$ cat config.mk
export PLATFORM = sky130hd
export DESIGN_NAME = qenc_divider
export DESIGN_NICKNAME = d
export VERILOG_FILES = /design/src/rtl/qdiv_pkg.sv /design/src/rtl/qdiv_sync.sv /design/src/rtl/qdiv_pulse_div.sv /design/src/rtl/qenc_divider.sv
export SDC_FILE = /design/constraint.sdc
export NUM_CORES = 1
export LEC_CHECK = 0
export BUFFER_PORTS_ARGS = -buffer_cell sky130_fd_sc_hd__buf_4
export CORE_ASPECT_RATIO = 1.25
export CORE_UTILIZATION = 45
export CTS_CLUSTER_DIAMETER = 80
export CTS_CLUSTER_SIZE = 16
export DETAILED_ROUTE_END_ITERATION = 12
export SYNTH_ARGS = -nofsm -noshare
export SYNTH_HDL_FRONTEND = slang
export SYNTH_SLANG_ARGS = --single-unit
$ cat constraint.sdc
create_clock -name clk -period 3.6 [get_ports clk]
set_input_delay 0.36 -clock clk [delete_from_list [all_inputs] [get_ports clk]]
set_output_delay 0.36 -clock clk [all_outputs]
set_load 0.01 [all_outputs]
$ cat src/rtl/qdiv_pkg.sv
package qdiv_pkg;
    localparam int SW_W  = 12;
    localparam int DIV_W = 8;
    localparam int NCH   = 2;

    localparam int POS_P2  = 1;
    localparam int POS_P3  = 2;
    localparam int POS_RUN = 3;
    localparam int POS_DIV = 4;

    typedef enum logic [1:0] {
        QM_DIV_BOTH = 2'd0,
        QM_QUAD_DIR = 2'd1,
        QM_EXT_DIR  = 2'd2
    } qmode_e;

    typedef struct packed {
        logic             run;
        qmode_e           mode;
        logic [DIV_W-1:0] div;
    } qcfg_t;

    function automatic qcfg_t decode_sw(input logic [SW_W-1:0] sw_on);
        logic [SW_W-1:0] lv;
        qcfg_t c;
        lv    = ~sw_on;
        c.run = lv[POS_RUN];
        c.div = lv[POS_DIV +: DIV_W];
        if (lv[POS_P2])
            c.mode = QM_EXT_DIR;
        else if (lv[POS_P3])
            c.mode = QM_QUAD_DIR;
        else
            c.mode = QM_DIV_BOTH;
        return c;
    endfunction
endpackage

$ cat src/rtl/qdiv_sync.sv
module qdiv_sync #(
    parameter int WIDTH = 1
) (
    input  logic             clk,
    input  logic             rst,
    input  logic [WIDTH-1:0] d,
    output logic [WIDTH-1:0] q
);
    logic [WIDTH-1:0] meta;

    always_ff @(posedge clk) begin
        if (rst) begin
            meta <= '0;
            q    <= '0;
        end else begin
            meta <= d;
            q    <= meta;
        end
    end
endmodule

$ cat src/rtl/qdiv_pulse_div.sv
module qdiv_pulse_div #(
    parameter int DIV_W = 8
) (
    input  logic             clk,
    input  logic             rst,
    input  logic             hold,
    input  logic             lvl,
    input  logic             rise,
    input  logic [DIV_W-1:0] div,
    output logic             out_q
);
    logic [DIV_W-1:0] cnt;
    logic [DIV_W-1:0] half;
    logic [DIV_W-1:0] last;

    assign half = div >> 1;
    assign last = div - 1'b1;

    always_ff @(posedge clk) begin
        if (rst || hold) begin
            cnt   <= '0;
            out_q <= 1'b0;
        end else if (div == '0) begin
            cnt   <= '0;
            out_q <= 1'b0;
        end else if (div == DIV_W'(1)) begin
            cnt   <= '0;
            out_q <= lvl;
        end else if (rise) begin
            out_q <= (cnt < half);
            cnt   <= (cnt >= last) ? '0 : cnt + 1'b1;
        end
    end
endmodule

$ cat src/rtl/qenc_divider.sv
module qenc_divider
    import qdiv_pkg::*;
(
    input  logic            clk,
    input  logic            rst,
    input  logic [SW_W-1:0] sw_on,
    input  logic            enc_a,
    input  logic            enc_b,
    input  logic            enc_z,
    output logic            out_a,
    output logic            out_b,
    output logic            out_z
);
    localparam int CH_A = 0;
    localparam int CH_B = 1;

    logic [SW_W-1:0] sw_s;
    logic [2:0]      enc_s;
    logic [NCH-1:0]  lvl;
    logic [NCH-1:0]  lvl_prev;
    logic [NCH-1:0]  rise;
    logic [NCH-1:0]  div_out;
    qcfg_t           sw_cfg;
    qcfg_t           cfg_q;
    qmode_e          cur_mode;
    logic [DIV_W-1:0] cur_div;
    logic            clr_act;
    logic            a_rise;
    logic            dir_q;
    logic            ext_q;
    logic            z_q;

    qdiv_sync #(.WIDTH(SW_W)) u_sw_sync (
        .clk(clk), .rst(rst), .d(sw_on), .q(sw_s)
    );

    qdiv_sync #(.WIDTH(3)) u_enc_sync (
        .clk(clk), .rst(rst), .d({enc_z, enc_b, enc_a}), .q(enc_s)
    );

    assign sw_cfg   = decode_sw(sw_s);
    assign clr_act  = ~sw_cfg.run;
    assign cur_mode = cfg_q.mode;
    assign cur_div  = cfg_q.div;
    assign lvl      = enc_s[NCH-1:0];
    assign rise     = lvl & ~lvl_prev;
    assign a_rise   = rise[CH_A];

    always_ff @(posedge clk) begin
        if (rst) begin
            cfg_q    <= '{run: 1'b1, mode: QM_DIV_BOTH, div: '0};
            lvl_prev <= '0;
        end else begin
            lvl_prev <= lvl;
            if (clr_act)
                cfg_q <= sw_cfg;
        end
    end

    for (genvar ch = 0; ch < NCH; ch++) begin : g_ch
        logic ch_hold;
        if (ch == CH_A) begin : g_a
            assign ch_hold = clr_act;
        end else begin : g_b
            assign ch_hold = clr_act | (cur_mode != QM_DIV_BOTH);
        end
        qdiv_pulse_div #(.DIV_W(DIV_W)) u_div (
            .clk(clk), .rst(rst), .hold(ch_hold),
            .lvl(lvl[ch]), .rise(rise[ch]), .div(cur_div),
            .out_q(div_out[ch])
        );
    end

    always_ff @(posedge clk) begin
        if (rst || clr_act) begin
            dir_q <= 1'b0;
            ext_q <= 1'b0;
        end else begin
            ext_q <= lvl[CH_B];
            if (a_rise)
                dir_q <= lvl[CH_B];
        end
    end

    always_ff @(posedge clk) begin
        if (rst) z_q <= 1'b0;
        else     z_q <= enc_s[2];
    end

    always_comb begin
        unique case (cur_mode)
            QM_QUAD_DIR: out_b = dir_q;
            QM_EXT_DIR:  out_b = ext_q;
            default:     out_b = div_out[CH_B];
        endcase
    end

    assign out_a = div_out[CH_A];
    assign out_z = z_q;
endmodule

# --- Word level (Yosys, flattened, before mapping) ---
# Cells that the tools add are included.
# Widths: inputs -> output; s select.
word_totals:
  register_bits: 63
  latchBits: 0
  mem_bits_rw: 0
  romBits: 0
  input_bits: 17
  out_inout_bits: 3
  memories: 0
classes:
  addsub: 3
  mul: 0
  n_div: 0
  magnitude_cmp: 4
  n_eq_ne: 3
  shifts: 0
  n_mux: 9
  bitwise: 5
  reduce_logical: 10
ops:
  columns: ["cell", "n"]
  rows:
  - ["$add 8x1->8 const B", 2]
  - ["$ge 8x8->1", 2]
  - ["$lt 8x7->1", 2]
  - ["$mux 8", 2]
  - ["$not 12->12", 1]
  - ["$eq 8x1->1 const B", 1]
  - ["$logic_not 8->1", 1]
  - ["$sub 8x1->8 const B", 1]
  - ["$reduce_bool 2->1", 3]
  - ["$reduce_or 3->1", 2]
  - ["$mux 1", 5]
  - ["$reduce_or 2->1", 2]
  - ["$and 2x2->2", 1]
  - ["$eq 2x1->1 const B", 1]
  - ["$eq 2x2->1 const B", 1]
  - ["$logic_or 1x1->1", 2]
  - ["$mux 2", 1]
  - ["$not 2->2", 1]
  - ["$pmux 1 s2", 1]
  - ["$not 1->1", 1]
  - ["$or 1x1->1", 1]

# --- Logic depth before layout (Yosys ltp) ---
# Gate-level depths: netlist of run 1.
depth:
  depth_word: 5
  ltp_mapped: 10

# --- By module ---
# A second synthesis of run 1 with hierarchy kept.
hier_totals:
  hier_cells: 329
  area_unflattened_um2: 3205.6
by_module_without_submodules:
  columns: ["module", "n_inst", "cells_per_inst", "area_per_inst_um2"]
  rows:
  - ["qdiv_pulse_div (g_ch[1].u_div)", 1, 110, 917.1]
  - ["qdiv_pulse_div (g_ch[0].u_div)", 1, 101, 869.6]
  - ["qdiv_sync (u_sw_sync)", 1, 50, 693.2]
  - ["qenc_divider", 1, 56, 568.0]
  - ["qdiv_sync (u_enc_sync)", 1, 12, 157.7]

# --- Worst setup path before layout of run 1 ---
# No wires, ideal clock.
synth_path:
  path_type: "register -> register"
  from: "reg cfg_q (netlist bit cur_div[0])"
  to: "reg g_ch[0].u_div.cnt[0]"
  setup_ns: 0.115
  t_arrival_ns: 2.078
  slack_ns: 1.407
  stages_incl_launch_ff: 10
  path_buffers: 0
  synth_period_minus_slack_ns: 2.193
  cell_sequence: "dfxtp_1 -> inv_1 -> ha_1 -> or3b_1 -> xnor2_1 -> ha_1 -> o211ai_1 -> a222oi_1 -> o32a_4 -> nor2_1"
synth_between:
  elab_chain_len: 3
synth_lines:
  columns: ["item", "line_no", "source"]
  rows:
  - ["start: declaration", "qenc_divider.sv:24", "qcfg_t cfg_q;"]
  - ["start signal: assignment", "qenc_divider.sv:51", "cfg_q <= '{run: 1'b1, mode: QM_DIV_BOTH, div: '0};"]
  - ["start signal: assignment", "qenc_divider.sv:56", "cfg_q <= sw_cfg;"]
  - ["$sub 8x1->8", "qdiv_pulse_div.sv:17", "assign last = div - 1'b1;"]
  - ["$ge 8x8->1", "qdiv_pulse_div.sv:31", "cnt <= (cnt >= last) ? '0 : cnt + 1'b1;"]
  - ["$mux 8", "qdiv_pulse_div.sv:31", null]
  - ["end signal: assignment", "qdiv_pulse_div.sv:31", null]
  - ["end: declaration", "qdiv_pulse_div.sv:12", "logic [DIV_W-1:0] cnt;"]
# Parallel ways exist; a longest one is shown, timed or not.
# A chain may end at the register's enable or synchronous reset.

# --- Worst setup path in the final report of run 1 ---
layout_path:
  from: "reg cfg_q (netlist bit cur_div[1])"
  to: "reg g_ch[0].u_div.cnt[6]"
# Same word-level chain as after synthesis.

==> metrics.yaml, run 1 <==
yosys:
  synth_edf_count: 0
  syn_area_um2: 2860
  yosysSeqAreaShare: 0.426
  yosys_warnings: 0
  synth.avg_cell_area_um2: 9.51
  syn_inst: 301
  syn_nets: 348
  synth-async-reset-ratio: 0
  ys_ff_latch: 61
  synth_ff_type: "dfxtp_1"
  ys_types: 46
final_layout:
  layoutNonFillerInstCount: 411
  multi_input_area_um2: 1550
  layout_commonest_cell: "dfxtp_1"
  antenna_cells: 0
  regArea_um2: 1220
  areaGrowthSynthToFinish_pct: 14.2
  drive_gt1_frac: 0.126
  layout.nets: 368
  most-common-layout-cells: "dfxtp_1, nor2b_1, ha_1, nor2_1, buf_4"
  fill_cells: 619
hold_path:
  hold_path.class: "input port to flip-flop"
place:
  pre_cts_ws_ns: 0.980
  gp_congestion: 0.877
  dp_hpwl_um: 3840
  io_buffer_count: 18
  placed_cells: 395
status:
  status: "completed"
worst_setup_path:
  endpoint_kind: "flip-flop"
  slowest_delay_ns: 0.63
  critPathTopFamily: "compound AO/OA/AOI/OAI gates"
  cp.arrival_ns: 2.88
  cp_max_fo: 8
  cp_num_buf_inv: 1
  start_kind: "flip-flop"
  critPathRequiredTime_ns: 3.87
  crit_chain: "inv_1 -> ha_1 -> or2_2 -> a211oi_1 -> o21ai_0 -> o32a_4 -> nor2_1"
  crit_type: "flip-flop to flip-flop"
  crit_path_top_delay_cell: "a211oi_1"
cts:
  ctsResizeCount: 0
  postCtsHoldBufs: 0
  cts-root-buf: "clkbuf_8"
  path_clk_slew_ns: 0.07
  htree_num_levels: 3
  clockBufferDepth: 2
  cts_sinks: 61
  tritoncts: "done"
  insertion_delay_ns: 0.34
  postCtsSetupRepairBufs: 0
  cts_buffers: 9
global_route:
  track_usage: 0.177
  antenna_found_initial: 0
  grt_pass1_wl_um: 9010
  grt_pass1_vias: 2021
  grt_max_degree: 45
  grt-ovfl-total: 0
die:
  die_height_um: 91.2
  core_area_um2: 6170
  die_area_um2: 6690
  io_pins: 20
  die_w_um: 73.4
  rows: 32
  start_util: 0.464
sta:
  slew_headroom: 0.457
  finalSetupTns_ns: 0
  finalClockSkew_ns: 0.00760
  finalHoldViolCount: 0
  fmax_mhz: 384
  worst_slack_ns: 0.998
  finalCritPeriodShare: 0.723
  worstMarginPinSlew_ns: 0.813
  holdWs_ns: 0.228
  slew_viol_final: 0
  min_period_ns: 2.60
  setup_violations: 0
  rsz0062_at_grt: "false"
route:
  wl_per_cell_um: 12.5
  drt_iter0_drc: 92
  num_vias: 2103
  drcViolationCount: 0
  viasPerCell: 5.12
  ant_nets: 0
  dr.pass1.iters: 4
  wirelength_um: 5160
power_and_ir_drop:
  ir_drop_v: 0.000324
  pwr-share-clk: 0.409
  combPwrFrac: 0.107
  p_total_mw: 1.48
  seqPwrFrac: 0.484
  switching_share: 0.258
  internal-power_mw: 1.10
  powerDensity_nw_per_um2: 452
  p_leak_nw: 1.31
  switchingPower_uw: 382
job:
  drv_cap: 0
-- final cells by class --
cell class / count / area share
Clock buffer: 9 / 0.0379
Timing Repair Buffer: 18 / 0.0413
Inverter: 16 / 0.0184
Sequential cell: 61 / 0.373
Multi-Input combinational cell: 215 / 0.473
Clock inverter: 7 / 0.0233
Tap cell: 85 / 0.0325
-- cell families (layout without fill, tap and decap cells) --
logic type | count (synthesis) | in the layout | synth area share
DFF | 61 | 61 | 0.426
xor gates and xnor gates | 18 | 18 | 0.0550
AOI/OAI and AO/OA | 52 | 52 | 0.131
muxes | 3 | 3 | 0.0105
and+or+nand+nor | 111 | 111 | 0.210
buffers and inverters | 25 | 50 | 0.0328
adders and majority gates | 31 | 31 | 0.135
-- routing by layer --
layer  track usage  vias to the layer above  wire length (um)
li1              -                     1085                 -
met1         0.199                      969              2240
met2         0.309                       40              2640
met3        0.0477                        9               173
met4        0.0753                        0               109
met5             0                        -                 0
-- final timing paths --
kind / slack, ns / startpoint / depth (start not counted) / endpoint
setup / recovery: 1.0 / cur_div[1]$_SDFFE_PP0P_ / 7 / g_ch[0].u_div.cnt[6]$_SDFFE_PP0P_
hold / removal: 0.23 / enc_b / 2 / u_enc_sync.meta[1]$_SDFF_PP0_
setup reg to reg: 1.0 / cur_div[1]$_SDFFE_PP0P_ / 7 / g_ch[0].u_div.cnt[6]$_SDFFE_PP0P_
hold reg to reg: 0.41 / u_sw_sync.q[9]$_SDFF_PP0_ / 1 / cur_div[5]$_SDFFE_PP0P_
-- worst register-to-register path: cells and delay by family, from the launching register on --
kind,cells,cell delay (ns)
buffers and inverters,1,0.11
AOI/OAI and AO/OA,3,1.34
and+or+nand+nor,2,0.41
DFF,1,0.43
adders and majority gates,1,0.25
-- synth_stat cells (2+ instances only) --
cell	number	area, um2
xor2_1	8	70.1
o21ai_0	11	55.1
nor3_1	11	55.1
o21a_1	4	30.0
a31oi_1	2	12.5
nand3_1	2	10.0
ha_1	30	375
mux2i_1	3	30.0
nor2_1	25	93.8
inv_1	16	60.1
a21oi_1	6	30.0
nand2_1	14	52.6
nand4_1	7	43.8
a211oi_1	12	90.1
dfxtp_1	61	1220
clkbuf_1	8	30.0
xnor2_1	10	87.6
nand2b_1	3	18.8
nor2b_1	33	206
a21o_1	3	22.5
and3_1	5	31.3
o211ai_1	3	22.5
-- metrics by stage --
stage / area, um2 / util
finish: 3270 / 0.531
global route: 3270 / 0.531
CTS: 3270 / 0.531
detailed placement: 3070 / 0.498
global placement: 3070 / 0.498
floorplan: 2860 / -
-- power by group through the flow --
stage | sequential [mW] | combinational [mW] | clock [mW]
floorplan | 0.725 | 0.121 | 0
global placement | 0.730 | 0.158 | 0
detailed placement | 0.731 | 0.161 | 0
CTS | 0.715 | 0.161 | 0.620
global route | 0.718 | 0.181 | 0.654
finish | 0.715 | 0.159 | 0.604
-- registers in the layout, summed over array words and instances (netlist names) --
signal / count
lvl_prev: 2
g_ch.u_div.out_q: 2
ext_q: 1
cur_mode: 2
u_sw_sync.meta: 11
u_enc_sync.meta: 3
u_sw_sync.q: 11
out_z: 1
cur_div: 8
g_ch.u_div.cnt: 16
u_enc_sync.q: 3
dir_q: 1
No activity file was read; power rests on OpenSTA's default activity.
==> run 2: changes to the inputs <==
==> constraint.sdc (replaced) <==
create_clock -name clk -period 2.4 [get_ports clk]
set_input_delay 0.24 -clock clk [delete_from_list [all_inputs] [get_ports clk]]
set_output_delay 0.24 -clock clk [all_outputs]
set_load 0.01 [all_outputs]
==> run 2 against run 1 <==
Worst hold slack lost 0.11 ns. Final area up 4.2%. Core utilization increased by 2.2 points. Via count rose by 1.1%. Sequential cell count did not move. Maximum frequency increased by 13%. Critical path type unchanged. Critical endpoint unchanged.
==> metrics.yaml, run 2 (same netlist as run 1, synthesis figures left out) <==
status:
  status: "completed"
place:
  pre_cts_ws_ns: 0.00431  # -0.976 ns
  gp_congestion: 0.827  # -5.7%
  dp_hpwl_um: 4060  # +5.8%
  io_buffer_count: 18  # unchanged
sta:
  worstMarginPinSlew_ns: 0.459  # -0.355 ns
  finalClockSkew_ns: 0.0142  # +0.00662 ns
  min_period_ns: 2.30  # -0.299 ns
  worst_slack_ns: 0.0969  # -0.901 ns
  finalCritPeriodShare: 0.960  # +0.237
  setup_violations: 0  # unchanged
  finalHoldViolCount: 0  # unchanged
  fmax_mhz: 434  # +13%
  slew_viol_final: 0  # unchanged
  rsz0062_at_grt: "true"
  slew_headroom: 0.694  # +0.237
  holdWs_ns: 0.116  # -0.112 ns
final_layout:
  largest_register_ffs: 16  # unchanged
  largest-register: "g_ch.u_div.cnt"
  antenna_cells: 0  # unchanged
  areaGrowthSynthToFinish_pct: 19.0
  most-common-layout-cells: "dfxtp_1, nor2b_1, buf_4, ha_1, nor2_1"
  layout.nets: 381  # +3.5%
  drive_gt1_frac: 0.189  # +0.0630
  fill_cells: 602  # -2.7%
  layout_commonest_cell: "dfxtp_1"
  largest_registers: "g_ch.u_div.cnt x16, u_sw_sync.meta x11, u_sw_sync.q x11"
worst_setup_path:
  cp_num_buf_inv: 1  # unchanged
  crit_type: "flip-flop to flip-flop"
  cp_max_fo: 8  # unchanged
  critPathTopFamily: "simple AND/OR/NAND/NOR gates"
  r2r-end: "g_ch[0].u_div.cnt[6]$_SDFFE_PP0P_"
  endpoint_kind: "flip-flop"
  slowest_delay_ns: 0.54  # -0.09 ns
  cp.arrival_ns: 2.58  # -0.30 ns
  start_kind: "flip-flop"
  crit_chain: "buf_4 -> or4_4 -> or3_4 -> a31oi_1 -> a222oi_1 -> o32a_4 -> nor2_1"
  crit_path_top_delay_cell: "or4_4"
  critPathRequiredTime_ns: 2.67  # -1.20 ns
  rr_worst_depth: 7  # unchanged
  rr_startpoint: "cur_div[0]$_SDFFE_PP0P_"
  r2r_slack_ns: 0.1  # -0.90 ns
hold_path:
  whs_path_depth: 2  # unchanged
  hold_path.class: "input port to flip-flop"
  min_to: "u_sw_sync.meta[6]$_SDFF_PP0_"
  min-delay-start: "sw_on[6]"
route:
  drcViolationCount: 0  # unchanged
  dr.pass1.iters: 4  # unchanged
  ant_nets: 0  # unchanged
  wirelength_um: 5430  # +5.3%
  viasPerCell: 5.02  # -2.0%
  num_vias: 2127  # +1.1%
  drt_iter0_drc: 58  # -37%
  wl_per_cell_um: 12.8  # +2.1%
die:
  io_pins: 20  # unchanged
  die_area_um2: 6690  # unchanged
  core_area_um2: 6170  # unchanged
  start_util: 0.464  # unchanged
  die_w_um: 73.4  # unchanged
  rows: 32  # unchanged
  die_height_um: 91.2  # unchanged
cts:
  cts_buffers: 9  # unchanged
  path_clk_slew_ns: 0.07  # about the same
  cts-root-buf: "clkbuf_8"
  htree_num_levels: 3  # unchanged
  tritoncts: "done"
  clockBufferDepth: 2  # unchanged
  postCtsSetupRepairBufs: 0  # unchanged
  cts_sinks: 61  # unchanged
  insertion_delay_ns: 0.34  # about the same
  postCtsHoldBufs: 0  # unchanged
power_and_ir_drop:
  ir_drop_v: 0.000587  # +81%
  p_leak_nw: 1.38  # +5.6%
  powerDensity_nw_per_um2: 626  # +38%
global_route:
  track_usage: 0.186  # +0.00901
  antenna_found_initial: 0  # unchanged
  grt_max_degree: 45  # unchanged
  grt_pass1_wl_um: 9340  # +3.7%
  grt-ovfl-total: 0  # unchanged
  grt_pass1_vias: 2089  # +3.4%
job:
  drv_cap: 0  # unchanged
-- run 2: layer usage --
metal,up-vias,global-route usage,part of all wire
li1,1110,-,-
met1,965,0.215,0.45
met2,40,0.313,0.50
met3,12,0.0433,0.025
met4,0,0.0994,0.024
met5,-,0,0
-- run 2: worst register-to-register path: stages, from the launching register on --
cell	delay, ns
dfxtp_2	0.33
buf_4	0.14
or4_4	0.54
or3_4	0.37
a31oi_1	0.18
a222oi_1	0.12
o32a_4	0.45
nor2_1	0.11
-- run 2: worst max-delay path by stage --
stage / startpoint / end / slack [ns] / cells after the start
global route: cur_div[1]$_SDFFE_PP0P_ / g_ch[0].u_div.cnt[2]$_SDFFE_PP0P_ / -0.02 / 9
finish: cur_div[0]$_SDFFE_PP0P_ / g_ch[0].u_div.cnt[6]$_SDFFE_PP0P_ / 0.1 / 7
CTS: cur_div[0]$_SDFFE_PP0P_ / g_ch[0].u_div.cnt[6]$_SDFFE_PP0P_ / 0.01 / 9
global placement: cur_div[0]$_SDFFE_PP0P_ / g_ch[1].u_div.cnt[7]$_SDFFE_PP0P_ / 0.07 / 10
detailed placement: cur_div[0]$_SDFFE_PP0P_ / g_ch[1].u_div.cnt[7]$_SDFFE_PP0P_ / 0.004 / 10
floorplan: cur_div[0]$_SDFFE_PP0P_ / g_ch[0].u_div.cnt[0]$_SDFFE_PP0P_ / 0.21 / 9
-- run 2: metrics by stage --
step           setup TNS (ns)  cells  power, mW  area, um2  utilization
2_1_floorplan               0    301       1.27       2860            -
3_3_place_gp                0    408       1.36       3170        0.514
3_5_place_dp                0    408       1.36       3170        0.514
4_1_cts                     0    424       2.14       3340        0.542
5_1_grt               -0.0769    424       2.25       3410        0.553
6_report                    0    424       2.13       3410        0.553
-- run 2: power breakdown --
group | switching (mW) | total [mW] | internal (mW)
Sequential | 0.0211 | 1.07 | 1.05
Clock | 0.407 | 0.779 | 0.372
Combinational | 0.143 | 0.283 | 0.141
-- run 2: layout make-up --
type / instances / area [um2] / area share
Sequential cell: 61 / 1220 / 0.359
Multi-Input combinational cell: 215 / 1610 / 0.473
Clock inverter: 6 / 40.0 / 0.0117
Tap cell: 85 / 106 / 0.0312
Inverter: 16 / 65.1 / 0.0191
Clock buffer: 10 / 128 / 0.0374
Timing Repair Buffer: 31 / 233 / 0.0683
-- run 2: repair_timing --
item	CTS	global route
setup endpoints to repair	4	16
gates resized for setup	1	16
pin swaps	0	4
